### src/rtl/amc_pkg.sv
`timescale 1ns/1ps
package amc_pkg;
    typedef enum logic [1:0] {
        CS_BLANK = 2'd0,
        CS_PAT   = 2'd1,
        CS_MASK  = 2'd2,
        CS_LIVE  = 2'd3
    } cmp_state_t;
endpackage

### src/rtl/amc_edge.sv
`timescale 1ns/1ps
module amc_edge (
    input  logic clk,
    input  logic rst_n,
    input  logic stb_i,
    output logic rise_o
);
    logic stb_q;

    always_ff @(posedge clk or negedge rst_n) begin
        if (!rst_n) stb_q <= 1'b0;
        else        stb_q <= stb_i;
    end

    assign rise_o = stb_i & ~stb_q;

    // a rise cannot be reported on two consecutive clocks
    p_single_rise_r9: assert property (@(posedge clk) disable iff (!rst_n)
        rise_o |=> !rise_o)
        else $error("p_single_rise_r9");
endmodule

### src/rtl/amc_regs.sv
`timescale 1ns/1ps
module amc_regs #(
    parameter int W = 8
) (
    input  logic         clk,
    input  logic         rst_n,
    input  logic         rise_i,
    input  logic         pick_pat_i,
    input  logic         xfer_n_i,
    input  logic [W-1:0] din_i,
    output logic [W-1:0] pat_o,
    output logic [W-1:0] mask_o,
    output logic         wr_pat_o,
    output logic         wr_mask_o
);
    assign wr_pat_o  = rise_i & xfer_n_i &  pick_pat_i;
    assign wr_mask_o = rise_i & xfer_n_i & ~pick_pat_i;

    always_ff @(posedge clk or negedge rst_n) begin
        if (!rst_n) pat_o <= '0;
        else if (wr_pat_o) pat_o <= din_i;
    end

    always_ff @(posedge clk or negedge rst_n) begin
        if (!rst_n) mask_o <= '0;
        else if (wr_pat_o) mask_o <= '0;
        else if (wr_mask_o) mask_o <= din_i;
    end

    // a pattern write leaves the mask empty
    p_pat_clears_mask_r4: assert property (@(posedge clk) disable iff (!rst_n)
        wr_pat_o |=> (mask_o == '0))
        else $error("p_pat_clears_mask_r4");

    // transfer low freezes both registers
    p_blocked_r5: assert property (@(posedge clk) disable iff (!rst_n)
        !xfer_n_i |=> ($stable(pat_o) && $stable(mask_o)))
        else $error("p_blocked_r5");
endmodule

### src/rtl/amc_fsm.sv
`timescale 1ns/1ps
module amc_fsm
    import amc_pkg::*;
(
    input  logic       clk,
    input  logic       rst_n,
    input  logic       wr_pat_i,
    input  logic       wr_mask_i,
    output cmp_state_t state_o,
    output logic       live_o
);
    cmp_state_t state_q, state_d;

    always_comb begin
        state_d = state_q;
        unique case (state_q)
            CS_BLANK: if (wr_pat_i) state_d = CS_PAT;
                      else if (wr_mask_i) state_d = CS_MASK;
            CS_PAT:   if (wr_mask_i) state_d = CS_LIVE;
            CS_MASK:  if (wr_pat_i) state_d = CS_PAT;
            CS_LIVE:  if (wr_pat_i) state_d = CS_PAT;
        endcase
    end

    always_ff @(posedge clk or negedge rst_n) begin
        if (!rst_n) state_q <= CS_BLANK;
        else        state_q <= state_d;
    end

    always_comb begin
        live_o  = 1'b0;
        state_o = state_q;
        unique case (state_q)
            CS_BLANK, CS_PAT, CS_MASK: live_o = 1'b0;
            CS_LIVE:                   live_o = 1'b1;
        endcase
    end

    // any pattern write lands the sequencer in PAT
    p_pat_to_pat_r8: assert property (@(posedge clk) disable iff (!rst_n)
        wr_pat_i |=> (state_q == CS_PAT))
        else $error("p_pat_to_pat_r8");
endmodule

### src/rtl/amc_match.sv
`timescale 1ns/1ps
module amc_match #(
    parameter int W = 8
) (
    input  logic [W-1:0] addr_i,
    input  logic [W-1:0] pat_i,
    input  logic [W-1:0] mask_i,
    output logic         eq_o
);
    logic [W-1:0] bit_ok;

    for (genvar i = 0; i < W; i++) begin : g_bit
        assign bit_ok[i] = ~mask_i[i] | ~(addr_i[i] ^ pat_i[i]);
    end

    assign eq_o = &bit_ok;
endmodule

### src/rtl/masked_addr_cmp.sv
`timescale 1ns/1ps
module masked_addr_cmp
    import amc_pkg::*;
#(
    parameter int W = 8
) (
    input  logic         clk,
    input  logic         rst_n,
    input  logic         stb_i,
    input  logic         pick_pat_i,
    input  logic         xfer_n_i,
    input  logic [W-1:0] cfg_data_i,
    input  logic [W-1:0] addr_i,
    output logic         hit_n_o
);
    logic         rise, wr_pat, wr_mask, live, eq;
    logic [W-1:0] pat, mask;
    cmp_state_t   state;

    amc_edge u_edge (.clk(clk), .rst_n(rst_n), .stb_i(stb_i), .rise_o(rise));

    amc_regs #(.W(W)) u_regs (
        .clk(clk), .rst_n(rst_n), .rise_i(rise), .pick_pat_i(pick_pat_i),
        .xfer_n_i(xfer_n_i), .din_i(cfg_data_i), .pat_o(pat), .mask_o(mask),
        .wr_pat_o(wr_pat), .wr_mask_o(wr_mask)
    );

    amc_fsm u_fsm (
        .clk(clk), .rst_n(rst_n), .wr_pat_i(wr_pat), .wr_mask_i(wr_mask),
        .state_o(state), .live_o(live)
    );

    amc_match #(.W(W)) u_match (.addr_i(addr_i), .pat_i(pat), .mask_i(mask), .eq_o(eq));

    always_ff @(posedge clk or negedge rst_n) begin
        if (!rst_n) hit_n_o <= 1'b1;
        else        hit_n_o <= ~(live & (|mask) & eq);
    end

    // an empty mask never yields a match
    p_zero_mask_r7: assert property (@(posedge clk) disable iff (!rst_n)
        (mask == '0) |=> hit_n_o)
        else $error("p_zero_mask_r7");

    // no match outside the LIVE state
    p_not_live_r8: assert property (@(posedge clk) disable iff (!rst_n)
        (state != CS_LIVE) |=> hit_n_o)
        else $error("p_not_live_r8");

    // a live, fully matching address is reported one clock later
    p_latency_r10: assert property (@(posedge clk) disable iff (!rst_n)
        ((state == CS_LIVE) && (mask != '0) && (((addr_i ^ pat) & mask) == '0)) |=> !hit_n_o)
        else $error("p_latency_r10");
endmodule

### config.mk
export PLATFORM = sky130hd
export DESIGN_NAME = masked_addr_cmp
export DESIGN_NICKNAME = d
export VERILOG_FILES = /design/src/rtl/amc_pkg.sv /design/src/rtl/amc_edge.sv /design/src/rtl/amc_regs.sv /design/src/rtl/amc_fsm.sv /design/src/rtl/amc_match.sv /design/src/rtl/masked_addr_cmp.sv
export SDC_FILE = /design/constraint.sdc
export NUM_CORES = 1
export LEC_CHECK = 0
export ABC_AREA = 0
export CORE_MARGIN = 2
export CORE_UTILIZATION = 43
export DETAILED_ROUTE_END_ITERATION = 10
export GPL_TIMING_DRIVEN = 0
export PLACE_DENSITY = 0.8
export SLEW_MARGIN = 10
export SYNTH_ARGS = -nofsm -noshare
export SYNTH_HDL_FRONTEND = slang
export SYNTH_SLANG_ARGS = --single-unit
### constraint.sdc
create_clock -name clk -period 1.1 [get_ports clk]
set_input_delay 0.11 -clock clk [delete_from_list [all_inputs] [get_ports clk]]
set_output_delay 0.11 -clock clk [all_outputs]
set_load 0.03 [all_outputs]
==> flow_metrics.py, run 1 <==
metrics = {
    "synthesis": {
        "synth.distinct_cells": 20,
        "syn-instance-count": 78,
        "syn-num-nets": 99,
        "yosys-top-cells-area": "dfrtp_1 52%, mux2_2 9.8%, xor2_1 7.6%",
        "synth_edf_count": 0,
        "synth-simple-area-share_pct": 14.3,
        "yosys.area.top_type": "dfrtp_1",
        "synth_top_area_share_pct": 51.7,
        "ys_seq_elements": 20,
        "synth_fa_ha_area_share_pct": 0,
        "muxShareOfSynthArea_pct": 9.80,
        "async_flop_share_pct": 100,
        "synth_area_um2": 920,
        "synthXorXnorAreaFrac_pct": 7.62,
        "synth_top_family_by_area": "simple AND/OR/NAND/NOR gates",
        "synth_flop_cell": "dfrtp_1",
        "ys_seq_area_share_pct": 54.6,
        "synth_compound_area_share_pct": 10.7,
        "avgSynthCellArea_um2": 11.8,
        "synth.most_common_cell": "dfrtp_1",
        "synthTopCellsByCount": "19 x dfrtp_1, 10 x nand2_1, 9 x nand2b_1, 8 x mux2_2, 8 x xor2_1",
        "ys_warn_count": 0,
    },
    "final_layout": {
        "fin_nets": 129,
        "final_layout_size_suffix_gt1_share_pct": 34.6,
        "area_delta_synth_final_pct": 43.3,
        "stdcell_area_um2": 1320,
        "fillers": 143,
        "antenna_cells": 0,
    },
    "clocking": {
        "root_buffer": "clkbuf_4",
        "cts_tree": "yes",
        "cts.sinks": 20,
        "clk_pin_slew_ps": 120,
        "ctsHtreeMaxLevel": 1,
        "clockBufferDepth": 2,
        "holdBufCountCts": 0,
        "clock_latency_ps": 310,
        "cts_inserted_buffers": 3,
    },
    "sta": {
        "relSlewSlack_pct": 40.9,
        "setup_viol": 14,
        "finalClockSkew_ps": 2.78,
        "finalWorstSetupSlack_ps": -34.9,
        "max_slew.worst_pin.slew_ps": 884,
        "hold_ws_ps": 237,
        "period_share_pct": 103,
        "final_hold_viol_count": 0,
        "min_period_ps": 1130,
        "slew_violations": 0,
        "max_clock_freq_mhz": 881,
        "setup_tns_ps": -242,
        "grt_setup_unrepaired": "yes",
    },
    "routing": {
        "wl_per_cell_um": 14.0,
        "drc": 0,
        "firstDrtPassIters": 2,
        "final_antenna_net_count": 0,
        "drt_wl_total_um": 1880,
        "first_iter_violations": 3,
        "dr_total_vias": 688,
        "vias_per_cell": 5.13,
    },
    "pwr": {
        "swShare_pct": 28.2,
        "switchingPower_uw": 525,
        "combPwrFrac_pct": 24.5,
        "peakVddDrop_mv": 0.810,
        "pwr_density_cell_nw_per_um2": 1410,
        "p_clk_share_pct": 23.7,
        "p_int_uw": 1340,
        "leakagePower_uw": 0.000575,
        "seqPwrFrac_pct": 51.8,
    },
    "placement": {
        "place_ws_ps": -329,
        "place_area_um2": 1150,
        "port_buffers": 20,
        "dp_hpwl_um": 1220,
        "place_congestion": 0.829,
    },
    "floorplanning": {
        "fp.dieH_um": 50.2,
        "dieArea_um2": 2520,
        "die_x_um": 50.2,
        "initial_core_util_pct": 46.4,
        "row_count": 16,
        "core_um2": 1980,
        "ioPinCount": 22,
    },
    "worst_setup_path": {
        "critPathBufInv": 2,
        "cp_cell_sequence": "or2_1 -> buf_6 -> buf_8 -> nand2_1 -> o21ai_1",
        "endpoint_kind": "flop",
        "critPathArrivalTime_ps": 1340,
        "crit_fanout": 5,
        "critPathRequiredTime_ps": 1300,
        "crit_slowest_cell": "dfrtp_1",
        "critPathLaunchType": "flop",
        "rrSetupSlack_ps": -30,
        "slowest_delay_ps": 420,
        "critPathKind": "reg2reg",
        "crit_family": "flip-flops",
    },
    "grt": {
        "gr-total-overflow": 0,
        "grt_pass1_wl_um": 3130,
        "antenna_found_initial": 0,
        "grt_pass1_vias": 718,
        "grt_max_degree": 21,
        "grt_usage_pct": 17.3,
    },
    "status": {
        "violations": "negative setup slack",
        "status": "finished with violations",
    },
    "min_path": {
        "hp-class": "in2reg",
    },
    "flow_run": {
        "drv_cap": 0,
    },
}
logic make-up after synthesis:
logic type                Yosys count
buffers and inverters               3
and+or+nand+nor                    25
muxes                               8
AOI/OAI and AO/OA                  14
DFF                                20
xor gates and xnor gates            8
worst register-to-register path, cell delays in order, from the launching register on:
cell and delay (ps):
dfrtp_1 420, or2_1 230, buf_6 140, buf_8 130, nand2_1 60, o21ai_1 60
placed cells by master, fill, tap and decap left out:
cell type and count:
nor2_4 1, xor2_1 8, a22oi_1 2, dfstp_2 1, o21ai_2 5, buf_8 1, a21oi_1 1, o21ai_1 3
dfrtp_1 19, nor4_1 2, buf_6 3, buf_16 1, clkbuf_8 1, nand4_1 1, or2_1 1, clkbuf_4 3
nand2_1 3, mux2_2 7, nand2_4 5, o21a_1 1, clkdlybuf4s50_1 19, a22o_1 1, mux2_4 1, nand2b_1 9
nand2_2 4, buf_2 1, a221oi_2 1, buf_4 2
power by group through the flow:
stage                     clock (uW)  combinational [uW]  sequential, uW
after detailed placement           0                 408             962
after global routing             476                 503             986
after floorplan                    0                 237             968
after global placement             0                 396             955
final                            441                 455             965
after CTS                        453                 433             954
layout make-up:
| type | count | area [um^2] | share of cell area (%) |
|---|---|---|---|
| Sequential cell | 20 | 502 | 38.1 |
| Multi-Input combinational cell | 56 | 459 | 34.9 |
| Timing Repair Buffer | 24 | 255 | 19.4 |
| Clock buffer | 4 | 36.3 | 2.75 |
| Tap cell | 27 | 33.8 | 2.56 |
| Buffer | 3 | 31.3 | 2.37 |
path summary, 6_finish.rpt:
check / start / to / depth (start not counted)
max: u_edge.stb_q$_DFF_PN0_ / u_regs.mask_o[2]$_DFFE_PN0P_ / 5
min: pick_pat_i / u_regs.mask_o[3]$_DFFE_PN0P_ / 3
max reg2reg: u_edge.stb_q$_DFF_PN0_ / u_regs.mask_o[2]$_DFFE_PN0P_ / 5
min reg2reg: u_fsm.state_o[0]$_DFFE_PN0P_ / u_fsm.state_o[0]$_DFFE_PN0P_ / 1
max in group asynchronous: rst_n / u_edge.stb_q$_DFF_PN0_ / 1
min in group asynchronous: rst_n / u_regs.pat_o[6]$_DFFE_PN0P_ / 1
layer usage:
metal	track usage (%)	wire length [um]	vias up
met5	0	0	-
met4	11.6	53	0
met3	2.68	64	5
met2	28.9	960	15
met1	20.3	799	340
li1	-	-	328
flip-flops by register name, summed over array words and instances, names as in the netlist:
name           flops
u_regs.mask_o      8
u_regs.pat_o       8
hit_n_o            1
u_fsm.state_o      2
u_edge.stb_q       1
metrics by stage:
stage | utilization [%] | total power (uW) | cells
floorplan | - | 1200 | 78
detailed placement | 58.2 | 1370 | 125
finish | 66.5 | 1860 | 134
global route | 66.5 | 1960 | 134
global placement | 58.2 | 1350 | 125
CTS | 63.6 | 1840 | 132
repair_timing:
action	CTS	global route
setup buffers	2	1
resized for setup	16	11
pin swaps	7	3
gates cloned	1	1
endpoints found under the setup margin	18	18
(Power assumes the default switching activity.)
==> inputs of run 2 (changes only) <==
Settings changed: CORE_MARGIN 2 to default, GPL_TIMING_DRIVEN 0 to 1, SETUP_SLACK_MARGIN from default to 0.15.
==> run 2 against run 1 <==
- the run still ends with negative setup slack left
- via count shrank 3.2%
- non-clock buffer count shrank 1
- register-to-register slack gained 20 ps
- combinational power grew 4%
- die area shrank 7.8%
- routed wire length shrank 5.3%
- clock skew shrank 1.4 ps
- first-iteration DRC count grew 33%
- flip-flop and latch count is the same
- critical path type unchanged
==> flow_metrics.py, run 2 (same netlist as run 1, synthesis figures left out) <==
metrics = {
    "floorplanning": {
        "dieArea_um2": 2330,
        "row_count": 16,
        "die_x_um": 48.2,
        "fp.dieH_um": 48.2,
        "initial_core_util_pct": 46.4,
        "ioPinCount": 22,
        "core_um2": 1980,
    },
    "final_layout": {
        "layout_commonest_cell": "clkdlybuf4s50_1",
        "stdcell_area_um2": 1330,
        "utilization_pct": 66.9,
        "area_delta_synth_final_pct": 44.1,
        "final_layout_size_suffix_gt1_share_pct": 33.0,
        "mostFrequentLayoutCells": "20 x clkdlybuf4s50_1, 19 x dfrtp_1, 9 x nand2b_1",
        "fin_nets": 128,
        "antenna_cells": 0,
    },
    "routing": {
        "drt_wl_total_um": 1780,
        "firstDrtPassIters": 3,
        "final_antenna_net_count": 0,
        "dr_total_vias": 666,
        "drc": 0,
        "vias_per_cell": 5.01,
        "first_iter_violations": 4,
        "wl_per_cell_um": 13.4,
    },
    "sta": {
        "relSlewSlack_pct": 77.2,
        "max_slew.worst_pin.slew_ps": 341,
        "final_hold_viol_count": 0,
        "finalWorstSetupSlack_ps": -18.8,
        "period_share_pct": 102,
        "setup_viol": 2,
        "slew_violations": 0,
        "max_clock_freq_mhz": 894,
        "min_period_ps": 1120,
        "grt_setup_unrepaired": "yes",
        "finalClockSkew_ps": 1.39,
        "setup_tns_ps": -21.2,
    },
    "worst_setup_path": {
        "endpoint_kind": "flop",
        "startpoint": "u_regs.pat_o[3]$_DFFE_PN0P_",
        "crit_fanout": 2,
        "slowest_delay_ps": 410,
        "critPathLaunchType": "flop",
        "critPathArrivalTime_ps": 1350,
        "critPathRequiredTime_ps": 1330,
        "cp_cell_sequence": "xor2_1 -> a22o_1 -> a221oi_2 -> nand4_1",
        "crit_slowest_cell": "dfrtp_1",
        "critPathKind": "reg2reg",
        "r2r_start": "u_regs.pat_o[3]$_DFFE_PN0P_",
    },
    "placement": {
        "place_congestion": 0.768,
        "place_area_um2": 1200,
        "port_buffers": 21,
        "dp_hpwl_um": 1230,
    },
    "pwr": {
        "p_clk_share_pct": 20.3,
        "peakVddDrop_mv": 0.712,
        "p_int_uw": 1300,
        "swShare_pct": 28.2,
        "leakagePower_uw": 0.000578,
        "seqPwrFrac_pct": 53.6,
        "combPwrFrac_pct": 26.1,
        "switchingPower_uw": 508,
        "pwr_density_cell_nw_per_um2": 1360,
    },
    "clocking": {
        "holdBufCountCts": 0,
        "cts_tree": "yes",
        "cts_inserted_buffers": 3,
        "clock_latency_ps": 300,
        "root_buffer": "clkbuf_4",
        "clockBufferDepth": 2,
        "cts.sinks": 20,
        "ctsHtreeMaxLevel": 1,
        "clk_pin_slew_ps": 110,
        "post_cts_buffers": 0,
    },
    "grt": {
        "antenna_found_initial": 0,
        "grt_pass1_vias": 630,
        "grt_usage_pct": 17.4,
        "grt_pass1_wl_um": 2660,
        "grt_max_degree": 16,
        "gr-total-overflow": 0,
    },
    "flow_run": {
        "drv_cap": 0,
    },
    "status": {
        "status": "finished with violations",
        "violations": "negative setup slack",
    },
    "min_path": {
        "hp-class": "in2async",
    },
}
run 2: changes by cell type in the layout (fill, tap and decap cells not counted), sizes merged:
cell / change
clkdlybuf4s50: +1
buf: -2
run 2: critical path: cells and delay by family (launching register included):
| family | cells | cell delay [ps] |
|---|---|---|
| AO/OA/AOI/OAI | 2 | 360 |
| flip-flops | 1 | 410 |
| XOR/XNOR | 1 | 170 |
| AND/OR/NAND/NOR | 1 | 110 |
run 2: power groups by stage:
stage	sequential (uW)	combinational [uW]	clock, uW
floorplan	970	242	0
global placement	960	411	0
detailed placement	969	420	0
CTS	966	471	387
global route	982	516	398
finish	967	471	366
run 2: metrics by stage:
stage          worst slack [ps]  cells  power (uW)  hold slack [ps]
2_1_floorplan              57.9     78        1210             -186
3_3_place_gp               -252    127        1370              399
3_5_place_dp               -277    127        1390              408
4_1_cts                   -21.6    133        1820             66.8
5_1_grt                   -78.7    133        1900             75.3
6_report                  -18.8    133        1800             61.7
run 2: repair_timing:
item                                   4_1_cts  5_1_grt
gates resized for setup                     16        3
setup endpoints to repair                   18       18
gates cloned                                 2        0
pin swaps                                    0        1
endpoints found under the hold margin        0        0
run 2: layer usage:
layer | up-vias | global-route usage (%) | wire length [um]
li1 | 328 | - | -
met1 | 319 | 22.2 | 805
met2 | 15 | 27.5 | 877
met3 | 4 | 4.44 | 65
met4 | 0 | 8.33 | 30
met5 | - | 0 | 0
run 2: layout make-up:
class                   instances  area, um^2
clock buffers                   4        26.3
fillers                       152         657
multi-input cells              56         469
flip-flops and latches         20         502
well taps                      27        33.8
repair buffers                 26         294
run 2: final timing paths:
check                      slack [ps]                            to  cells after the start
setup / recovery                  -20             hit_n_o$_DFF_PN1_                      4
hold / removal                     60   u_regs.pat_o[4]$_DFFE_PN0P_                      1
setup reg to reg                  -20             hit_n_o$_DFF_PN1_                      4
hold reg to reg                   500  u_fsm.state_o[0]$_DFFE_PN0P_                      1
max in group asynchronous         650   u_regs.pat_o[1]$_DFFE_PN0P_                      2
min in group clk                  260        u_edge.stb_q$_DFF_PN0_                      1
==> inputs of run 3 (changes only) <==
Settings changed: CORE_MARGIN from default to 2.
==> run 3 against run 2 <==
- clock skew up 3.0 ps
- critical endpoint unchanged
- the flow still finishes with violations (negative setup slack)
- global-route usage decreased by 0.11 points
- routed wire length rose by 2.8%
- clock power decreased by 1%
- largest cell class unchanged
- hold slack better by 46 ps
- fmax fell by 0.33%
- highest routed layer unchanged
- via count rose by 3.6%
- worst setup slack worse by 3.7 ps
- largest power group unchanged
- final area increased by 1.4%
==> flow_metrics.py, run 3 (same netlist as run 1, synthesis figures left out) <==
metrics = {
    "status": {
        "status": "finished with violations",
        "violations": "negative setup slack",
    },
    "placement": {
        "dp_hpwl_um": 1210,
        "place_congestion": 0.774,
        "port_buffers": 21,
        "post-place-cells": 128,
        "place_area_um2": 1190,
    },
    "final_layout": {
        "fin_nets": 130,
        "layout_commonest_cell": "clkdlybuf4s50_1",
        "mostFrequentLayoutCells": "20 x clkdlybuf4s50_1, 19 x dfrtp_1, 9 x nand2b_1",
        "regArea_um2": 502,
        "antenna_cells": 0,
        "final_cells": 135,
        "fillers": 149,
        "final_layout_size_suffix_gt1_share_pct": 35.2,
        "multi_input_area_um2": 482,
        "area_delta_synth_final_pct": 46.1,
        "stdcell_area_um2": 1340,
    },
    "routing": {
        "wl_per_cell_um": 13.5,
        "dr_total_vias": 690,
        "drt_wl_total_um": 1830,
        "drc": 0,
        "vias_per_cell": 5.11,
        "first_iter_violations": 10,
        "firstDrtPassIters": 4,
        "final_antenna_net_count": 0,
    },
    "sta": {
        "grt_setup_unrepaired": "yes",
        "min_period_ps": 1120,
        "period_share_pct": 102,
        "slew_violations": 0,
        "hold_ws_ps": 108,
        "relSlewSlack_pct": 81.0,
        "final_hold_viol_count": 0,
        "max_clock_freq_mhz": 891,
        "setup_viol": 3,
        "max_slew.worst_pin.slew_ps": 282,
        "setup_tns_ps": -40.7,
        "finalClockSkew_ps": 4.35,
        "finalWorstSetupSlack_ps": -22.5,
    },
    "clocking": {
        "holdBufCountCts": 0,
        "clk_pin_slew_ps": 110,
        "clockBufferDepth": 2,
        "cts_tree": "yes",
        "ctsHtreeMaxLevel": 1,
        "cts.sinks": 20,
        "root_buffer": "clkbuf_4",
        "cts_inserted_buffers": 3,
        "clock_latency_ps": 300,
    },
    "floorplanning": {
        "fp.dieH_um": 50.2,
        "ioPinCount": 22,
        "die_x_um": 50.2,
        "initial_core_util_pct": 46.4,
        "dieArea_um2": 2520,
        "core_um2": 1980,
        "row_count": 16,
    },
    "worst_setup_path": {
        "slowest_delay_ps": 400,
        "crit_family": "flip-flops",
        "crit_fanout": 2,
        "critPathArrivalTime_ps": 1340,
        "cp_cell_sequence": "xor2_1 -> a22o_1 -> a221oi_2 -> nand4_1",
        "critPathKind": "reg2reg",
        "critPathRequiredTime_ps": 1320,
        "critPathBufInv": 0,
        "crit_slowest_cell": "dfrtp_1",
        "critPathLaunchType": "flop",
        "endpoint_kind": "flop",
    },
    "grt": {
        "grt_pass1_vias": 706,
        "grt_max_degree": 14,
        "antenna_found_initial": 0,
        "grt_usage_pct": 17.3,
        "grt_pass1_wl_um": 3190,
        "gr-total-overflow": 0,
    },
    "pwr": {
        "total_power_uw": 1820,
        "peakVddDrop_mv": 0.834,
        "leakagePower_uw": 0.000593,
        "pwr_density_cell_nw_per_um2": 1350,
    },
    "min_path": {
        "hp-class": "in2async",
    },
    "flow_run": {
        "drv_cap": 0,
    },
}
run 3: changes by cell type in the layout (fill, tap and decap cells not counted), sizes merged:
cell	change
buf	+2
run 3: report_power, final:
| group | total (uW) | internal (uW) | switching, uW |
|---|---|---|---|
| clock | 362 | 141 | 220 |
| combinational | 483 | 295 | 187 |
| sequential | 971 | 866 | 105 |
run 3: timing repair:
action / CTS / global route
setup buffers: 1 / 0
gates cloned: 2 / 0
setup endpoints to repair: 18 / 20
resized for setup: 18 / 5
pin swaps: 0 / 1
run 3: stage by stage:
step	util (%)	worst slack (ps)
final	67.8	-22.5
after detailed placement	60.2	-288
after global placement	60.2	-247
after CTS	66.8	-17.6
after global routing	67.8	-109
after floorplan	-	57.9
run 3: layer usage:
metal	global-route usage (%)	routed length [um]
met5	0	0
met3	5.95	94
met1	21.2	792
met4	4.17	12
met2	28.9	927
run 3: final cells by class:
class                      count  area share, %
clock buffer                   4           1.96
multi-input combinational     56           35.8
sequential                    20           37.3
tap                           27           2.51
timing repair buffer          28           22.3
run 3: worst paths after layout:
path                                                    from                            to  slack, ps  cells past startpoint
worst max-delay path             u_regs.pat_o[3]$_DFFE_PN0P_             hit_n_o$_DFF_PN1_        -20                      4
worst min-delay path                                   rst_n   u_regs.pat_o[2]$_DFFE_PN0P_        110                      2
worst max register to register   u_regs.pat_o[3]$_DFFE_PN0P_             hit_n_o$_DFF_PN1_        -20                      4
worst min register to register  u_fsm.state_o[0]$_DFFE_PN0P_  u_fsm.state_o[0]$_DFFE_PN0P_        480                      1
max in group asynchronous                              rst_n             hit_n_o$_DFF_PN1_        790                      2
min in group clk                                       stb_i        u_edge.stb_q$_DFF_PN0_        260                      1
